File: src/rtl/ecc_fix_pkg.sv
package ecc_fix_pkg;

  typedef enum logic [1:0] {
    ST_CLEAN = 2'b00,
    ST_FIXED = 2'b01,
    ST_SKIP  = 2'b10,
    ST_BAD   = 2'b11
  } sec_stat_e;

  typedef enum logic [1:0] {
    RES_CLEAN   = 2'd0,
    RES_HANDLED = 2'd1,
    RES_FAIL    = 2'd2
  } page_res_e;

  typedef enum logic [1:0] {
    S_IDLE,
    S_SCAN,
    S_RD,
    S_WR
  } walk_state_e;

endpackage

File: src/rtl/ecc_fix_classify.sv
module ecc_fix_classify
  import ecc_fix_pkg::*;
#(
  parameter int WORD_W  = 32,
  parameter int HALF_W  = 12,
  parameter int ODD_LSB = 16
) (
  input  logic [WORD_W-1:0] stored,
  input  logic [WORD_W-1:0] calc,
  output sec_stat_e         stat,
  output logic [HALF_W-1:0] loc
);

  localparam int SYN_W = 2 * HALF_W;

  logic [WORD_W-1:0] diff;
  logic [HALF_W-1:0] odd_h, even_h;
  logic [SYN_W-1:0]  syn;
  logic              sparse;

  assign diff   = stored ^ calc;
  assign odd_h  = diff[ODD_LSB +: HALF_W];
  assign even_h = diff[0 +: HALF_W];
  assign syn    = {odd_h, even_h};
  // zero or one bit set in the masked syndrome
  assign sparse = ((syn & (syn - SYN_W'(1))) == '0);
  assign loc    = odd_h;

  always_comb begin
    if (stored == calc)                 stat = ST_CLEAN;
    else if (stored == '1)              stat = ST_SKIP;
    else if (sparse)                    stat = ST_SKIP;
    else if ((odd_h ^ even_h) != '1)    stat = ST_BAD;
    else                                stat = ST_FIXED;
  end

endmodule

File: src/rtl/ecc_fix_rmw.sv
module ecc_fix_rmw #(
  parameter int ADDR_W = 11,
  parameter int DATA_W = 8,
  parameter int BIT_W  = 3
) (
  input  logic              clk,
  input  logic              rst,
  input  logic              go,
  input  logic [ADDR_W-1:0] go_addr,
  input  logic [BIT_W-1:0]  go_bit,
  input  logic [DATA_W-1:0] ram_rdata,
  output logic              ram_re,
  output logic              ram_we,
  output logic [ADDR_W-1:0] ram_addr,
  output logic [DATA_W-1:0] ram_wdata,
  output logic [BIT_W-1:0]  fix_bit
);

  always_ff @(posedge clk) begin
    if (rst) begin
      ram_re   <= 1'b0;
      ram_we   <= 1'b0;
      ram_addr <= '0;
      fix_bit  <= '0;
    end else begin
      ram_re <= go;
      ram_we <= ram_re;
      if (go) begin
        ram_addr <= go_addr;
        fix_bit  <= go_bit;
      end
    end
  end

  assign ram_wdata = ram_rdata ^ (DATA_W'(1) << fix_bit);

  AST_NO_OVERLAP: assert property (@(posedge clk) disable iff (rst)
    !(ram_re && ram_we));
  AST_ADDR_HELD: assert property (@(posedge clk) disable iff (rst)
    ram_we |-> $stable(ram_addr) && $stable(fix_bit));

endmodule

File: src/rtl/nand_ecc_fixer.sv
module nand_ecc_fixer
  import ecc_fix_pkg::*;
#(
  parameter int SECTORS = 4,
  parameter int WORD_W  = 32,
  parameter int HALF_W  = 12,
  parameter int ODD_LSB = 16
) (
  input  logic                        clk,
  input  logic                        rst,
  input  logic                        start,
  input  logic [SECTORS*WORD_W-1:0]   stored_ecc,
  input  logic [SECTORS*WORD_W-1:0]   calc_ecc,
  input  logic [7:0]                  ram_rdata,
  output logic                        busy,
  output logic                        done,
  output logic [1:0]                  result,
  output logic [2*SECTORS-1:0]        sector_status,
  output logic                        ram_re,
  output logic                        ram_we,
  output logic [$clog2(SECTORS)+HALF_W-3-1:0] ram_addr,
  output logic [7:0]                  ram_wdata,
  output logic [2:0]                  fix_bit
);

  localparam int BIT_W  = 3;
  localparam int OFS_W  = HALF_W - BIT_W;
  localparam int SEC_W  = $clog2(SECTORS);
  localparam int ADDR_W = SEC_W + OFS_W;

  walk_state_e               st_q;
  logic [SEC_W-1:0]          sec_q;
  logic [SECTORS*WORD_W-1:0] stored_q, calc_q;
  logic [2*SECTORS-1:0]      status_q;
  page_res_e                 result_q;
  logic                      done_q, mism_q;

  sec_stat_e         stat_all [SECTORS];
  logic [HALF_W-1:0] loc_all  [SECTORS];

  for (genvar g = 0; g < SECTORS; g++) begin : g_cls
    ecc_fix_classify #(
      .WORD_W (WORD_W),
      .HALF_W (HALF_W),
      .ODD_LSB(ODD_LSB)
    ) u_cls (
      .stored(stored_q[g*WORD_W +: WORD_W]),
      .calc  (calc_q[g*WORD_W +: WORD_W]),
      .stat  (stat_all[g]),
      .loc   (loc_all[g])
    );
  end

  sec_stat_e         cur_stat;
  logic [HALF_W-1:0] cur_loc;
  logic              last, go;

  assign cur_stat = stat_all[sec_q];
  assign cur_loc  = loc_all[sec_q];
  assign last     = (sec_q == SEC_W'(SECTORS - 1));
  assign go       = (st_q == S_SCAN) && (cur_stat == ST_FIXED);

  always_ff @(posedge clk) begin
    if (rst) begin
      st_q     <= S_IDLE;
      sec_q    <= '0;
      stored_q <= '0;
      calc_q   <= '0;
      status_q <= '0;
      result_q <= RES_CLEAN;
      done_q   <= 1'b0;
      mism_q   <= 1'b0;
    end else begin
      done_q <= 1'b0;
      case (st_q)
        S_IDLE: begin
          if (start) begin
            stored_q <= stored_ecc;
            calc_q   <= calc_ecc;
            status_q <= '0;
            result_q <= RES_CLEAN;
            sec_q    <= '0;
            mism_q   <= 1'b0;
            st_q     <= S_SCAN;
          end
        end
        S_SCAN: begin
          status_q[2*int'(sec_q) +: 2] <= cur_stat;
          if (cur_stat != ST_CLEAN) mism_q <= 1'b1;
          if (cur_stat == ST_BAD) begin
            result_q <= RES_FAIL;
            done_q   <= 1'b1;
            st_q     <= S_IDLE;
          end else if (cur_stat == ST_FIXED) begin
            st_q <= S_RD;
          end else if (last) begin
            result_q <= (mism_q || cur_stat != ST_CLEAN) ? RES_HANDLED : RES_CLEAN;
            done_q   <= 1'b1;
            st_q     <= S_IDLE;
          end else begin
            sec_q <= sec_q + SEC_W'(1);
          end
        end
        S_RD: st_q <= S_WR;
        S_WR: begin
          if (last) begin
            result_q <= RES_HANDLED;
            done_q   <= 1'b1;
            st_q     <= S_IDLE;
          end else begin
            sec_q <= sec_q + SEC_W'(1);
            st_q  <= S_SCAN;
          end
        end
        default: st_q <= S_IDLE;
      endcase
    end
  end

  ecc_fix_rmw #(
    .ADDR_W(ADDR_W),
    .DATA_W(8),
    .BIT_W (BIT_W)
  ) u_rmw (
    .clk      (clk),
    .rst      (rst),
    .go       (go),
    .go_addr  ({sec_q, cur_loc[HALF_W-1:BIT_W]}),
    .go_bit   (cur_loc[BIT_W-1:0]),
    .ram_rdata(ram_rdata),
    .ram_re   (ram_re),
    .ram_we   (ram_we),
    .ram_addr (ram_addr),
    .ram_wdata(ram_wdata),
    .fix_bit  (fix_bit)
  );

  assign busy          = (st_q != S_IDLE);
  assign done          = done_q;
  assign result        = result_q;
  assign sector_status = status_q;

  AST_DONE_PULSE: assert property (@(posedge clk) disable iff (rst)
    done |=> !done);
  AST_IDLE_PORT: assert property (@(posedge clk) disable iff (rst)
    !busy |-> !ram_re && !ram_we);
  AST_HOLD_STATUS: assert property (@(posedge clk) disable iff (rst)
    (!busy && !start) |=> $stable(sector_status) && $stable(result));
  AST_CLEAN_ALL_ZERO: assert property (@(posedge clk) disable iff (rst)
    (done && result == 2'd0) |-> sector_status == '0);
  AST_FAIL_HAS_BAD: assert property (@(posedge clk) disable iff (rst)
    (done && result == 2'd2) |-> sector_status != '0);

endmodule

File: config.mk
export PLATFORM = sky130hd
export DESIGN_NAME = nand_ecc_fixer
export DESIGN_NICKNAME = d
export VERILOG_FILES = /design/src/rtl/ecc_fix_pkg.sv /design/src/rtl/ecc_fix_classify.sv /design/src/rtl/ecc_fix_rmw.sv /design/src/rtl/nand_ecc_fixer.sv
export SDC_FILE = /design/constraint.sdc
export NUM_CORES = 1
export LEC_CHECK = 0
export CAP_MARGIN = 40
export CORE_ASPECT_RATIO = 0.7
export CORE_MARGIN = 2
export CORE_UTILIZATION = 40
export DETAILED_ROUTE_END_ITERATION = 10
export PLACE_DENSITY_LB_ADDON = 0.3
export RECOVER_POWER = 100
export REMOVE_ABC_BUFFERS = 1
export SETUP_SLACK_MARGIN = 0.15
export SYNTH_ARGS = -nofsm -noshare
export SYNTH_HDL_FRONTEND = slang
export SYNTH_SLANG_ARGS = --single-unit
File: constraint.sdc
create_clock -name clk -period 3.66 [get_ports clk]
set_input_delay 0.549 -clock clk [delete_from_list [all_inputs] [get_ports clk]]
set_output_delay 0.549 -clock clk [all_outputs]
set_load 0.1 [all_outputs]
Word-level counts from Yosys, hierarchy flattened
Index checks and enable logic that the tools add are counted.

storage, ports and cells
  flip-flop bits (word level) = 288
  output and inout port bits = 36
  logic and storage cells = 128

operators by class
  muxes and demuxes = 49
  equality and inequality tests = 26
  bitwise logic cells = 14
  shift operators = 3
  $add $sub $neg = 6
  magnitude comparators = 1
  reductions and logical operators = 17

operator list
  kind                                                  number
  equality test 32 bit                                  4
  equality test 32 bit, second input constant           4
  bitwise XOR 28 bit                                    4
  bitwise AND 24 bit                                    4
  logical NOT 24 bit                                    4
  subtractor 24 x 1 -> 24 bit, second input constant    4
  2-to-1 mux 2 bit                                      30
  inequality test 12 bit, second input constant         4
  bitwise XOR 12 bit                                    4
  negation 3 -> 33 bit                                  1
  variable shift 2 x 33 -> 8 bit, first input constant  1
  variable part select 2 x 33 -> 8 bit                  1
  binary-select mux 12 bit (select 2 bit)               1
  2-to-1 mux 12 bit                                     2
  one-hot mux 8 bit (2 select lines)                    1
  one-hot mux 2 bit (3 select lines)                    2
  bitwise mux 8 bit                                     1
  equality test 2 bit, second input constant            4
  2-to-1 mux 8 bit                                      1
  inequality test 2 bit, second input constant          4
  one-hot mux 2 bit (4 select lines)                    1
  << shifter 1 x 3 -> 8 bit, first input constant       1
  bitwise XOR 8 bit                                     1
  2-to-1 mux 1 bit                                      7
  18 further kinds                                      25

Logic depth before layout (Yosys ltp)
  depth after elaboration = 17
  gate-level depth with buffers = 12
  depth with buffers taken out = 9

Hierarchy
A second synthesis with hierarchy kept.

unflattened totals
  cell total of the unflattened synthesis = 1747
  area total of the unflattened synthesis = 14144.8 um2

modules (own cells, without submodules)
  module            times used  area each (um2)  cells an instance
  nand_ecc_fixer    1           9850.7           1219
  ecc_fix_classify  4           888.4            115
  ecc_fix_rmw       1           740.7            68

Worst setup path after synthesis
Ideal clock, no wire load.

  path kind = reg2out
  start point = reg u_rmw.fix_bit[1]
  end point = out ram_wdata[7]
  cell stages (with the launch flop) = 4
  data arrival time = 2.952 ns
  buffers on the path = 1
  setup slack = 0.159 ns
  cells stage by stage = dfxtp_1 clkbuf_1 nand3_1 xnor2_1

between the ends
  word-level cells in the longest chain between the ends = 2

ends and longest elaborated chain
  element                    line                  RTL
  start, declared            ecc_fix_rmw.sv:16     output logic [BIT_W-1:0] fix_bit
  start signal, assigned     ecc_fix_rmw.sv:30     fix_bit <= go_bit;
  << shifter 1 x 3 -> 8 bit  ecc_fix_rmw.sv:35     assign ram_wdata = ram_rdata ^ (DATA_W'(1) << fix_bit);
  bitwise XOR 8 bit          ecc_fix_rmw.sv:35
  end, declared              nand_ecc_fixer.sv:22  output logic [7:0] ram_wdata,

Every way passes these cells.

Final worst setup path
  start point = reg stored_q[1]
  end point = reg sec_q[1]

between the ends
  word-level cells in the longest chain between the ends = 13
  elaborated cells between the ends (all ways) = 20
  classes of those cells = add/sub (1); eq/ne (7); mux (7); bitwise (3); reduce/logical (2)

ends and longest elaborated chain
  element                                                                     line                                            RTL
  start, declared                                                             nand_ecc_fixer.sv:33                            logic [SECTORS*WORD_W-1:0] stored_q, calc_q;
  start signal, assigned                                                      nand_ecc_fixer.sv:78                            stored_q <= stored_ecc;
  bitwise XOR 28 bit                                                          ecc_fix_classify.sv:21                          assign diff = stored ^ calc;
  subtractor 24 x 1 -> 24 bit / bitwise XOR 12 bit (equally long branches)    ecc_fix_classify.sv:26, ecc_fix_classify.sv:33
  bitwise AND 24 bit / inequality test 12 bit (equally long branches)         ecc_fix_classify.sv:26, ecc_fix_classify.sv:33
  logical NOT 24 bit / 2-to-1 mux 2 bit (equally long branches)               ecc_fix_classify.sv:26, ecc_fix_classify.sv:33
  2-to-1 mux 2 bit                                                            ecc_fix_classify.sv:32                          else if (sparse) stat = ST_SKIP;
  2-to-1 mux 2 bit                                                            ecc_fix_classify.sv:31                          else if (stored == '1) stat = ST_SKIP;
  2-to-1 mux 2 bit *                                                          ecc_fix_classify.sv:30                          if (stored == calc) stat = ST_CLEAN;
  binary-select mux 2 bit (select 2 bit) *                                    nand_ecc_fixer.sv:58                            assign cur_stat = stat_all[sec_q];
  2-to-1 mux 2 bit (not written as such) * (2 in series)                      nand_ecc_fixer.sv:58
  equality test 2 bit / equality test 2 x 1 -> 1 bit (equally long branches)  nand_ecc_fixer.sv:90, nand_ecc_fixer.sv:94
  inequality test 2 bit (no source line)                                      --
  AND reduction 4 bit (no source line) *                                      --
  end signal, assigned                                                        nand_ecc_fixer.sv:101                           sec_q <= sec_q + SEC_W'(1);
  end signal, assigned                                                        nand_ecc_fixer.sv:111                           sec_q <= sec_q + SEC_W'(1);
  end, declared                                                               nand_ecc_fixer.sv:32                            logic [SEC_W-1:0] sec_q;

Every way passes the cells marked *; elsewhere a longest branch is shown, timed or not. The select of a mux whose other input is x is not followed.
A chain may end at the register's enable or synchronous reset.

==> impl_metrics.csv <==
group,metric,value,unit
status,run_status,"finished, violations left",
status,failed_checks,"max-capacitance violations, max-slew violations",
logic_synthesis,postSynthRegisterBits,288,
worst_setup_path,critical_path_depth,10,
sta,timing.clock.skew,0.00760,ns
global_routing,grt_max_degree,152,
sta,total_negative_slack_for_setup_checks,0,ns
global_routing,grt_first_pass_wirelength,69.6,mm
worst_setup_path,worst-endpoint-required,4.15,ns
power,power.static_leakage,6.80,nW
sta,rsz0062_at_grt,"true",
logic_synthesis,synth_largest_type_area_fraction,41.9,%
final_layout,finish.utilization,55.3,%
drt,wirelength,44.8,mm
job,drv_cap,2,
power,power,8.26,mW
sta,worst_pin_slew,2.13,ns
sta,max_clock_freq,0.295,GHz
floorplanning,design.die.area,0.0360,mm^2
logic_synthesis,synthesis.yosys.warnings,0,
logic_synthesis,synthMostInstantiatedCell,"nand2_1",
logic_synthesis,yosysSeqAreaShare,41.9,%
worst_setup_path,timing.critical_path.max_delay_family,"compound AO/OA/AOI/OAI gates",
clock_network,numCtsBuffers,29,
logic_synthesis,synth.cell_area,0.0138,mm^2
sta,finalWorstPathRequiredPeriod,3.39,ns
worst_setup_path,crit_fanout,29,
logic_synthesis,synth_common_cells,"nand2_1 (555), a21oi_1 (297), dfxtp_1 (288), xnor2_1 (125), clkbuf_1 (103)",
clock_network,clkTransAtPathRegs,0.06,ns
floorplanning,ios,303,
worst_setup_path,startpoint_type,"flop",
worst_setup_path,worstPathArrival,3.89,ns
final_layout,num-nets-final,2321,
global_routing,grt_pass1_vias,12700,
worst_setup_path,critical_path.n_buffers_inverters,1,
logic_synthesis,synth_largest_area_cell,"dfxtp_1",
worst_setup_path,critPathMaxStageDelay,0.57,ns
global_routing,groute.usage.overall,24.2,%
sta,fin_crit_sh,92.7,%
worst_hold_path,worst_min_delay_path_category,"flop to flop",
drt,remaining_drc_errors,0,
logic_synthesis,ys_dominant_reg_cell,"dfxtp_1",
drt,routedWlPerCell,17.7,um
power,power_density,443,mW/mm^2
sta,hold_viol_final,0,
floorplanning,dieHeight,159,um
final_layout,area_delta_synth_final,35.3,%
drt,detail_route.iter0.violations,1173,
global_routing,globalRoute.totalOverflow,0,
worst_setup_path,critical_path.endpoint_type,"flop",
final_layout,drive_above_1_share,6.18,%
place,numPlacedInstances,2483,
worst_setup_path,rr_worst_depth,10,
floorplanning,fp.dieW,226,um
logic_synthesis,netlist_top_cells_area,"dfxtp_1 (42%), nand2_1 (15%), a21oi_1 (11%)",
clock_network,cts-htree-levels,1,
global_routing,antenna_violations_before_repair,2,
power,peak_vdd_ir,0.000326,V
place,routabilityCongestion,0.925,
place,buffer_ports.inserted,302,
worst_setup_path,worst_path_max_delay_cell,"or4_1",
logic_synthesis,synth_edf_count,0,
worst_hold_path,hold_depth,2,
floorplanning,placeable_core_region,0.0337,mm^2
final_layout,layout.cells.non_filler,2536,
final_layout,n_fill_cell,3116,
logic_synthesis,netlist-cell-type-count,69,
worst_setup_path,worstPathCellList,"xnor2_1 > and4_1 > nand4_2 > or4_1 > a221o_1 > o41ai_2 > a32oi_2 > buf_4 > o31ai_1 > a22o_1",
drt,antenna_left,0,
clock_network,postCtsSetupBuffers,0,
drt,route.detailed.vias_per_inst,5.28,
sta,slew_headroom,-41.8,%
sta,final-setup-viol-count,0,
place,dp_hpwl,33.5,mm
clock_network,clock_tree.root_cell,"clkbuf_16",
drt,via_count,13400,
logic_synthesis,avgSynthCellArea,7.80,um^2
clock_network,clkLatencyLatePin,0.55,ns
clock_network,cts.sinks,288,
logic_synthesis,cells_after_synth,1765,
sta,maxSlewViolCount,156,
worst_setup_path,critical_path_class,"flop to flop",
floorplanning,start_util,40.9,%
logic_synthesis,async_flop_share,0,%
floorplanning,rows,56,
clock_network,cts_tree,"built",
clock_network,longest_clk_path_bufs,3,
drt,detailedRoute.firstPassIterationCount,7,
[through the flow]
stage	setup WS (ns)	hold WS, ns	instance area [um^2]
after global placement	0.347	0.438	17300
after floorplan	-5.13	0.421	13300
after detailed placement	0.168	0.454	17900
after global routing	0.0445	0.484	18600
after CTS	0.255	0.462	18800
final	0.266	0.463	18600
[cells in the final DEF (no fill, tap or decap), types with 4 or more instances in the layout]
master	Yosys	final
and3_1	4	4
nor2_1	32	31
a21oi_1	297	297
a22oi_1	8	8
a21o_1	4	4
nor3_1	16	15
and4_1	4	4
o31ai_1	4	4
buf_16	0	15
o22ai_1	3	4
mux4_2	9	9
inv_1	8	8
dfxtp_1	288	287
xor2_1	70	70
nand2_1	555	555
dlygate4sd3_1	0	17
nand3_1	18	18
o21ai_0	16	18
a31oi_1	7	7
nand2b_1	6	5
o211ai_1	6	6
nand4_1	56	56
clkbuf_16	0	29
and2_1	6	5
xnor2_1	125	123
clkinv_2	0	6
clkbuf_8	0	7
a211oi_1	7	13
ha_1	4	4
clkbuf_1	103	25
buf_4	0	28
clkdlybuf4s50_1	0	275
maj3_1	6	6
nor4_1	30	30
[path summary, 6_finish.rpt]
kind | from | endpoint | slack (ns)
max | stored_q[1] | sec_q[1] | 0.27
min | mism_q | mism_q | 0.46
max reg2reg | stored_q[1] | sec_q[1] | 0.27
min reg2reg | mism_q | mism_q | 0.46
[worst min-delay path, cell delays in order (launching register included)]
cell	delay [ns]
dfxtp_1	0.31
nand2_1	0.05
a21oi_1	0.05
[area by class of cell]
cell class | instances | area [um^2] | share of cell area [%]
diodes | 1 | 2.50 | 0.0134
clock buffers | 41 | 841 | 4.51
clock inverters | 11 | 115 | 0.618
inverters | 8 | 30.0 | 0.161
multi-input cells | 1360 | 7570 | 40.6
flip-flops and latches | 288 | 5770 | 30.9
well taps | 464 | 581 | 3.12
repair buffers | 363 | 3730 | 20.0
[routing by layer]
layer  vias up  GRT usage (%)  share of wire (%)
met5         -              0              0.029
met4         2           6.02                2.2
met3        70           4.72                7.0
met2       461           36.5                 44
met1      6283           35.3                 47
li1       6586              -                  -
[logic make-up after synthesis]
group	Yosys count	synth area share [%]
and+or+nand+nor	749	23.5
adders and majority gates	10	0.800
AOI/OAI and AO/OA	393	16.3
xor gates and xnor gates	196	12.5
buffers and inverters	117	3.33
muxes	12	1.69
DFF	288	41.9
[registers in the layout, indices dropped and copies added (netlist names), named ones only]
register and count:
sector_status 8, u_rmw.ram_re 1, u_rmw.fix_bit 3, sec_q 2, u_rmw.ram_we 1, mism_q 1, done 1, st_q 1
stored_q 128, result 2, calc_q 128, u_rmw.ram_addr 11
[timing repair]
action / CTS / global route
endpoints found under the setup margin: 2 / 22
hold buffers: 0 / 0
resized for setup: 1 / 5
[power breakdown]
| group | switching (mW) | internal [mW] | leakage, nW |
|---|---|---|---|
| combinational | 0.983 | 0.785 | 3.96 |
| sequential | 0.170 | 3.33 | 2.36 |
| clock | 1.26 | 1.74 | 0.474 |
| total | 2.41 | 5.85 | 6.80 |
Power figures use the tool's default switching activity.
